--- config.mk ---
export PLATFORM = sky130hd
export DESIGN_NAME = irq_cpu_if
export DESIGN_NICKNAME = d
export VERILOG_FILES = /design/src/rtl/irq_cpu_if.sv
export SDC_FILE = /design/constraint.sdc
export NUM_CORES = 1
export LEC_CHECK = 0
export ABC_CLOCK_PERIOD_IN_PS = 4200
export BUFFER_PORTS_ARGS = -buffer_cell sky130_fd_sc_hd__buf_2
export CAP_MARGIN = 20
export CORE_MARGIN = 8
export CORE_UTILIZATION = 30
export CTS_BUF_LIST = sky130_fd_sc_hd__clkbuf_2 sky130_fd_sc_hd__clkbuf_4 sky130_fd_sc_hd__clkbuf_8
export DETAILED_ROUTE_END_ITERATION = 8
export RECOVER_POWER = 25
export SLEW_MARGIN = 20
export SYNTH_ARGS = -nofsm -noshare
export SYNTH_HDL_FRONTEND = slang
export SYNTH_SLANG_ARGS = --single-unit
--- constraint.sdc ---
create_clock -name clk -period 4.2 [get_ports clk]
set_input_delay 0.84 -clock clk [delete_from_list [all_inputs] [get_ports clk]]
set_output_delay 0.84 -clock clk [all_outputs]
set_load 0.05 [all_outputs]
--- src/rtl/irq_cpu_if.sv ---
module irq_cpu_if #(
  parameter int PRIO_BITS   = 6,
  parameter int STACK_DEPTH = 8,
  parameter int ID_W        = 10
) (
  input  logic            clk,
  input  logic            rst_n,
  input  logic            cand_vld,
  input  logic [ID_W-1:0] cand_id,
  input  logic [7:0]      cand_prio,
  input  logic            cand_ns,
  input  logic            reg_wr,
  input  logic            reg_rd,
  input  logic [2:0]      reg_addr,
  input  logic [31:0]     reg_wdata,
  input  logic            reg_ns,
  output logic [31:0]     reg_rdata,
  output logic            irq_n,
  output logic            fiq_n,
  output logic            ack_vld,
  output logic [ID_W-1:0] ack_id,
  output logic            eoi_vld,
  output logic [ID_W-1:0] eoi_id
);
  localparam logic [7:0] PMASK = 8'(9'h1FF << (8 - PRIO_BITS));
  localparam int SPW = $clog2(STACK_DEPTH + 1);
  localparam int IW  = $clog2(STACK_DEPTH);
  localparam logic [ID_W-1:0] ID_NS_ONLY = ID_W'(1022);
  localparam logic [ID_W-1:0] ID_NONE    = ID_W'(1023);

  logic [4:0]     ctrl_q;
  logic [7:0]     mask_q;
  logic [2:0]     bps_q, bpns_q;
  logic [7:0]     stk [STACK_DEPTH];
  logic [SPW-1:0] sp_q;

  wire  [7:0] running = (sp_q == '0) ? 8'hFF : stk[IW'(sp_q - SPW'(1))];
  wire  [7:0] cand_p  = cand_prio & PMASK;
  wire  [2:0] bp_sel  = (cand_ns && !ctrl_q[4]) ? bpns_q : bps_q;
  wire  [7:0] gmask   = 8'(9'h1FF << ({1'b0, bp_sel} + 4'd1));
  wire        preempt = (sp_q == '0) || ((cand_p & gmask) < (running & gmask));
  wire        en      = cand_ns ? ctrl_q[1] : ctrl_q[0];
  wire        elig    = cand_vld && en && (cand_p < mask_q) && (cand_p != PMASK)
                        && preempt && (sp_q != SPW'(STACK_DEPTH));
  wire        use_fiq = !cand_ns && ctrl_q[3];

  wire ack_rd     = reg_rd && (reg_addr == 3'd4);
  wire ns_hidden  = !reg_ns && cand_ns && !ctrl_q[2];
  wire sec_hidden = reg_ns && !cand_ns;
  wire take       = ack_rd && elig && !ns_hidden && !sec_hidden;
  wire eoi_wr     = reg_wr && (reg_addr == 3'd5) && (sp_q != '0);

  logic [ID_W-1:0] ack_code;
  always_comb begin
    if (!elig)           ack_code = ID_NONE;
    else if (ns_hidden)  ack_code = ID_NS_ONLY;
    else if (sec_hidden) ack_code = ID_NONE;
    else                 ack_code = cand_id;
  end

  always_comb begin
    case (reg_addr)
      3'd0:    reg_rdata = reg_ns ? {31'b0, ctrl_q[1]} : {27'b0, ctrl_q};
      3'd1:    reg_rdata = {24'b0, mask_q};
      3'd2:    reg_rdata = {29'b0, bps_q};
      3'd3:    reg_rdata = {29'b0, bpns_q};
      3'd4:    reg_rdata = 32'(ack_code);
      3'd6:    reg_rdata = {24'b0, running};
      3'd7:    reg_rdata = cand_vld ? 32'(cand_id) : 32'(ID_NONE);
      default: reg_rdata = '0;
    endcase
  end

  always_ff @(posedge clk or negedge rst_n) begin
    if (!rst_n) begin
      ctrl_q  <= '0;
      mask_q  <= '0;
      bps_q   <= '0;
      bpns_q  <= '0;
      sp_q    <= '0;
      irq_n   <= 1'b1;
      fiq_n   <= 1'b1;
      ack_vld <= 1'b0;
      ack_id  <= '0;
      eoi_vld <= 1'b0;
      eoi_id  <= '0;
    end else begin
      if (reg_wr) begin
        case (reg_addr)
          3'd0: if (reg_ns) ctrl_q[1] <= reg_wdata[0];
                else        ctrl_q    <= reg_wdata[4:0];
          3'd1: mask_q <= reg_wdata[7:0] & PMASK;
          3'd2: bps_q  <= reg_wdata[2:0];
          3'd3: bpns_q <= reg_wdata[2:0];
          default: ;
        endcase
      end
      if (take)        sp_q <= sp_q + SPW'(1);
      else if (eoi_wr) sp_q <= sp_q - SPW'(1);
      irq_n   <= !(elig && !use_fiq);
      fiq_n   <= !(elig && use_fiq);
      ack_vld <= take;
      if (take) ack_id <= cand_id;
      eoi_vld <= eoi_wr;
      if (eoi_wr) eoi_id <= reg_wdata[ID_W-1:0];
    end
  end

  always_ff @(posedge clk) begin
    if (take) stk[IW'(sp_q)] <= cand_p;
  end


  lines_excl_chk: assert property (@(posedge clk) disable iff (!rst_n)
    !(!irq_n && !fiq_n));


  fiq_secure_chk: assert property (@(posedge clk) disable iff (!rst_n)
    $fell(fiq_n) |-> $past(!cand_ns));


  mask_zero_chk: assert property (@(posedge clk) disable iff (!rst_n)
    (mask_q == 8'h00) |=> (irq_n && fiq_n));


  ack_id_chk: assert property (@(posedge clk) disable iff (!rst_n)
    ack_vld |-> (ack_id < ID_NS_ONLY));


  stack_bound_chk: assert property (@(posedge clk) disable iff (!rst_n)
    sp_q <= SPW'(STACK_DEPTH));
endmodule

### Word-level counts from Yosys, hierarchy flattened

Memory sizes are Yosys's and may differ from the RTL's.
Cells that the tools add are included.

* add/sub/neg operators: 3
* multiply operators: 0
* divide/modulo/power cells: 0
* magnitude comparators: 2
* eq/ne operators: 9
* shift-type cells: 1
* mux-type cells: 14
* bitwise gates (word level): 3
* reduce and logical (&&, ||, !) cells: 37

Operators with widths (number)
* $pmux W10 S7: 1
* $mux W10: 4
* $logic_and A1 B1 Y1: 18
* $and A8 B8 Y8: 2
* $lt A8 B8 Y1: 2
* $eq A3 B3 Y1 const B: 4
* $logic_not A1 Y1: 9
* $shl A9 B4 Y8 const A: 1
* $mux W4: 2
* $mux W8: 1
* $reduce_and A2 Y1: 4
* $eq A3 B2 Y1 const B: 2
* $ne A6 B6 Y1 const B: 1
* $mux W5: 1
* $add A3 B1 Y4 const B: 1
* $add A4 B1 Y4 const B: 1
* $logic_not A4 Y1: 1
* $mux W1: 4
* $ne A4 B4 Y1 const B: 1
* $reduce_bool A4 Y1: 1
* $sub A4 B1 Y4 const B: 1
* $eq A3 B1 Y1 const B: 1
* $logic_not A3 Y1: 1
* $mux W3: 1
* 4 further kinds: 4

* flip-flop bits (word level): 45
* latch bits: 0
* memory bits (writable): 48
* ROM bits: 0
* input bits: 60
* output and inout bits: 56
* memories: 1

Memories
* stk: words 8, bits a word 6, rd ports 1, clocked after Yosys merged registers in 0, write ports 1, RTL line 34 `logic [7:0] stk [STACK_DEPTH];`

### Logic depth before layout (Yosys ltp)

* depth after elaboration: 15
* mapped depth: 17

### Least setup slack after synthesis

Ideal clock, no wire load.

* path kind: register to output
* from: register sp_q[0]
* to: output reg_rdata[2]
* arrival: 4.290 ns
* setup slack: -0.930 ns
* cell stages (with the launch flop): 17
* buffers on the path: 4
* cell sequence: dfrtp_1 -> buf_2 -> buf_2 -> inv_1 -> ha_1 -> clkbuf_1 -> mux4_2 -> nand2_1 -> a31o_2 -> ha_1 -> nand4_1 -> a21oi_1 -> o31ai_4 -> nand4b_2 -> buf_6 -> nor2_1 -> o21ai_0

* cells in the longest elaborated chain, start to end: 10
* elaborated cells on any way between the ends: 12
* classes of those cells: 1 x add/sub; 1 x order compare; 1 x eq/ne; 3 x mux; 1 x bitwise; 4 x reduce/logical; 1 x memory

RTL lines
* start, declared: RTL line 35 `logic [SPW-1:0] sp_q;`
* start signal, assigned: RTL line 98 `if (take) sp_q <= sp_q + SPW'(1);`
* start signal, assigned: RTL line 99 `else if (eoi_wr) sp_q <= sp_q - SPW'(1);`
* $sub A4 B1 Y4
* $mem_v2 Z8 W6
* $mux W8: RTL line 37 `wire [7:0] running = (sp_q == '0) ? 8'hFF : stk[IW'(sp_q - SPW'(1))];`
* $and A8 B8 Y8: RTL line 41 `wire preempt = (sp_q == '0) || ((cand_p & gmask) < (running & gmask));`
* $lt A8 B8 Y1: RTL line 41
* $logic_or A1 B1 Y1: RTL line 41
* $logic_and A1 B1 Y1 (2 in series): RTL line 44 `&& preempt && (sp_q != SPW'(STACK_DEPTH));`
* $mux W10: RTL line 55 `if (!elig) ack_code = ID_NONE;`
* $pmux W10 S7 *: RTL line 62 `case (reg_addr)`
* end, declared: RTL line 17 `output logic [31:0] reg_rdata,`

Mark *: on every way between the ends. The rest lies on a longest branch, timed or not.

### Worst setup path in the final report

* from: input cand_ns
* to: output reg_rdata[1]

* cells in the longest elaborated chain, start to end: 11
* elaborated cells on any way between the ends: 22
* classes of those cells: 1 x add/sub; 1 x order compare; 1 x shift; 6 x mux; 2 x bitwise; 11 x reduce/logical

RTL lines
* start, declared: RTL line 11 `input logic cand_ns,`
* $logic_and A1 B1 Y1: RTL line 39 `wire [2:0] bp_sel = (cand_ns && !ctrl_q[4]) ? bpns_q : bps_q;`
* $mux W3: RTL line 39
* $add A3 B1 Y4: RTL line 40 `wire [7:0] gmask = 8'(9'h1FF << ({1'b0, bp_sel} + 4'd1));`
* $shl A9 B4 Y8: RTL line 40
* $and A8 B8 Y8: RTL line 41
* $lt A8 B8 Y1: RTL line 41
* $logic_or A1 B1 Y1: RTL line 41
* $logic_and A1 B1 Y1 (2 in series): RTL line 44
* $mux W10 *: RTL line 55
* $pmux W10 S7 *: RTL line 62

Marked as above.

==> out/results.ini <==
[run_status]
status = finished with violations
violations = max-capacitance violations, max-slew violations, negative setup slack

[global_route]
grt_pass1_vias = 3691
overflow = 0
grt_max_degree = 46
grt_pass1_wl_um = 20700
grt_util_all_layers_pct = 13.3
antenna_found_initial = 0

[cts]
clk_pin_slew_ns = 0.08
numCtsBuffers = 9
cts-hold-fix-buffers = 0
clockBufferDepth = 2
cts_root_buf = clkbuf_8
h-tree-depth = 3
clk_latency_ns = 0.38
cts_tree = yes
clock-sinks = 93

[place]
dp.cells = 722
dp_hpwl_um = 9830
place_ws_ns = -0.618
place_area_mm2 = 0.00574
port_buffers = 69
place.gp.congestion = 0.857

[logic_synthesis]
yosysMostFrequentCell = nand2_1
yosys-top-cells-area = edfxtp_1, dfrtp_1, mux4_2
synth_flop_cell = edfxtp_1
yosys_warnings = 0
netlist_top_cells_count = nand2_1, edfxtp_1, dfrtp_1
synth_cell_type_count = 56
synth_enable_flop_cells = 48
syn-instance-count = 417
synth_area_per_cell_um2 = 11.6
synth_largest_area_cell = edfxtp_1
synth_top_area_share_pct = 29.8
synth_seq_cells = 93
yosysSeqAreaShare_pct = 53.1
netlist_area_mm2 = 0.00484
ys_async_sr_fraction_pct = 48.4

[final_layout]
drive_gt1_share_pct = 37.8
syn_to_final_growth_pct = 27.2
instances_no_fill = 748
num_antenna_cells = 0
fin_nets = 603
final_area_mm2 = 0.00616
num-fill-cells = 1538

[timing]
final-setup-viol-count = 10
post-route-period-util_pct = 111
worstMarginPinSlew_ns = 2.51
skew_ns = 0.0198
slew_headroom_pct = -67.4
rsz0062_at_grt = true
hold_viol = 0
final.min_clock_period_ns = 4.68
worst_slack_ns = -0.476
max_freq_ghz = 0.214
slew_viol_final = 46

[critical_path]
crit_top_cell = buf_6
crit_buf_inv = 4
crit_required_ns = 3.36
arrival_ns = 3.84
end_kind = output port
r2r_end = sp_q[1]
path_class = in -> out
rr_worst_depth = 20
r2r-start = ctrl_q[4]
crit_chain = buf_6 > nor2b_4 > mux2i_2 > inv_2 > ha_4 > xnor2_4 > a21oi_2 > o21ai_1 > ha_1 > a211oi_2 > nor2_2 > o31ai_4 > buf_6 > nand4b_4 > nor2_4 > o221ai_4 > buf_8
slowest_delay_ns = 0.34
cp_slowest_cell = ha_1
rrSetupSlack_ns = 0.18
crit_fanout = 5
crit_path_start_kind = input port
cp_top_family = compound AO/OA/AOI/OAI gates

[drt]
first_pass_iters = 4
viasPerCell = 4.85
drc_errors = 0
first_iter_violations = 311
ant_nets = 0
totalWireLength_um = 13400
wire_per_inst_um = 17.9
vias = 3628

[power_and_ir_drop]
leakagePower_nw = 2.63
max-vdd-ir-drop_v = 0.000257
p_per_area_mw_per_mm2 = 626

[die]
coreArea_mm2 = 0.0158
die-area_mm2 = 0.0205
start_util_pct = 30.6
rows = 46
die_x_um = 143
top_level_ports = 116
die_h_um = 143

[min_path]
hp-start = eoi_id[4]
hp-class = reg -> reg
hold_depth = 2
min_to = eoi_id[4]

[run]
max-cap-violations = 1

## metal layers
metal / global-route usage (%) / part of all wire [%] / up-vias / wire length [um]
li1: - / - / 1696 / -
met1: 17.9 / 44 / 1796 / 5900
met2: 20.5 / 47 / 124 / 6270
met3: 2.94 / 7.5 / 12 / 1000
met4: 4.64 / 1.5 / 0 / 202
met5: 0 / 0 / - / 0
## worst reg2reg max path, delay by kind of cell, from the launching register on
family | cells | cell delay, ns
AO/OA/AOI/OAI | 6 | 1.12
buffers and inverters | 7 | 0.94
adder cells (fa/ha/maj) | 2 | 0.52
flip-flops | 1 | 0.44
AND/OR/NAND/NOR | 3 | 0.44
multiplexers | 1 | 0.27
XOR/XNOR | 1 | 0.13
## timing repair
| action | CTS | global route |
|---|---|---|
| gates cloned | 1 | 0 |
| gates resized for setup | 25 | 16 |
| pin swaps | 12 | 15 |
| setup buffers | 7 | 4 |
| endpoints found under the setup margin | 10 | 29 |
## report_power, final
group	internal (mW)	switching, mW	leakage, nW	total [mW]
clock	0.275	0.316	0.0869	0.591
sequential	1.08	0.107	0.997	1.19
combinational	0.903	1.17	1.55	2.08
total	2.26	1.60	2.63	3.86
## logic make-up (layout without fill, tap and decap cells)
group                    count (synthesis)  count (layout)  share of synthesized area (%)
AO/OA/AOI/OAI                           60              60                           8.32
XOR/XNOR                                 6               6                           1.09
other                                    1              22                         0.0774
flip-flops                              93              93                           53.1
adder cells (fa/ha/maj)                 15              15                           3.88
buffers and inverters                   57             150                           6.67
AND/OR/NAND/NOR                        144             145                           14.0
multiplexers                            41              41                           12.9
## worst max path at each step
stage | slack, ns | to | from | depth (start not counted)
2_1_floorplan | -0.20 | reg_rdata[5] | cand_ns | 16
3_3_place_gp | -0.57 | reg_rdata[0] | cand_ns | 16
3_5_place_dp | -0.62 | reg_rdata[0] | cand_ns | 16
4_1_cts | -0.47 | reg_rdata[1] | cand_ns | 16
5_1_grt | -0.61 | reg_rdata[1] | cand_ns | 17
6_report | -0.48 | reg_rdata[1] | cand_ns | 17
## flip-flops by register name, indices dropped and copies added, names as in the netlist
name	flops
irq_n	1
sp_q	4
mask_q	6
bpns_q	3
fiq_n	1
eoi_id	10
ack_vld	1
ack_id	10
bps_q	3
stk	48
eoi_vld	1
ctrl_q	5
## layout by cell type, fill, tap and decap left out, drive strengths merged, types with 3 or more instances in the layout
master   count
a21oi        8
a31oi        3
and2         5
buf        111
clkbuf      17
conb        22
dfrtp       43
edfxtp      48
ha          15
inv         17
mux2        24
mux2i        5
mux4        12
nand2       65
nand3        7
nand4        5
nand4b       3
nor2        34
nor2b        6
nor3         3
nor3b        3
nor4         6
o2111ai      3
o21ai       25
o221ai       4
o22ai        5
xnor2        3
xor2         3
## layout make-up
| type | instances | area (um2) | area share [%] |
|---|---|---|---|
| timing repair buffer | 118 | 788 | 12.8 |
| tap | 216 | 270 | 4.39 |
| sequential | 93 | 2570 | 41.7 |
| clock buffer | 10 | 131 | 2.13 |
| inverter | 17 | 63.8 | 1.04 |
| clock inverter | 5 | 52.6 | 0.853 |
| multi-input combinational | 289 | 2280 | 37.1 |
## per-stage QoR
stage               power [mW]  utilization [%]  TNS [ns]  hold slack [ns]
global route              4.09             38.9     -6.05            0.517
detailed placement        3.03             36.2    -10.22            0.472
CTS                       3.78             38.4     -4.61            0.495
floorplan                 2.46                -     -1.60            0.436
finish                    3.86             38.9     -4.52            0.487
global placement          2.99             36.2     -7.78            0.454
No activity file was read; power rests on OpenSTA's default activity.
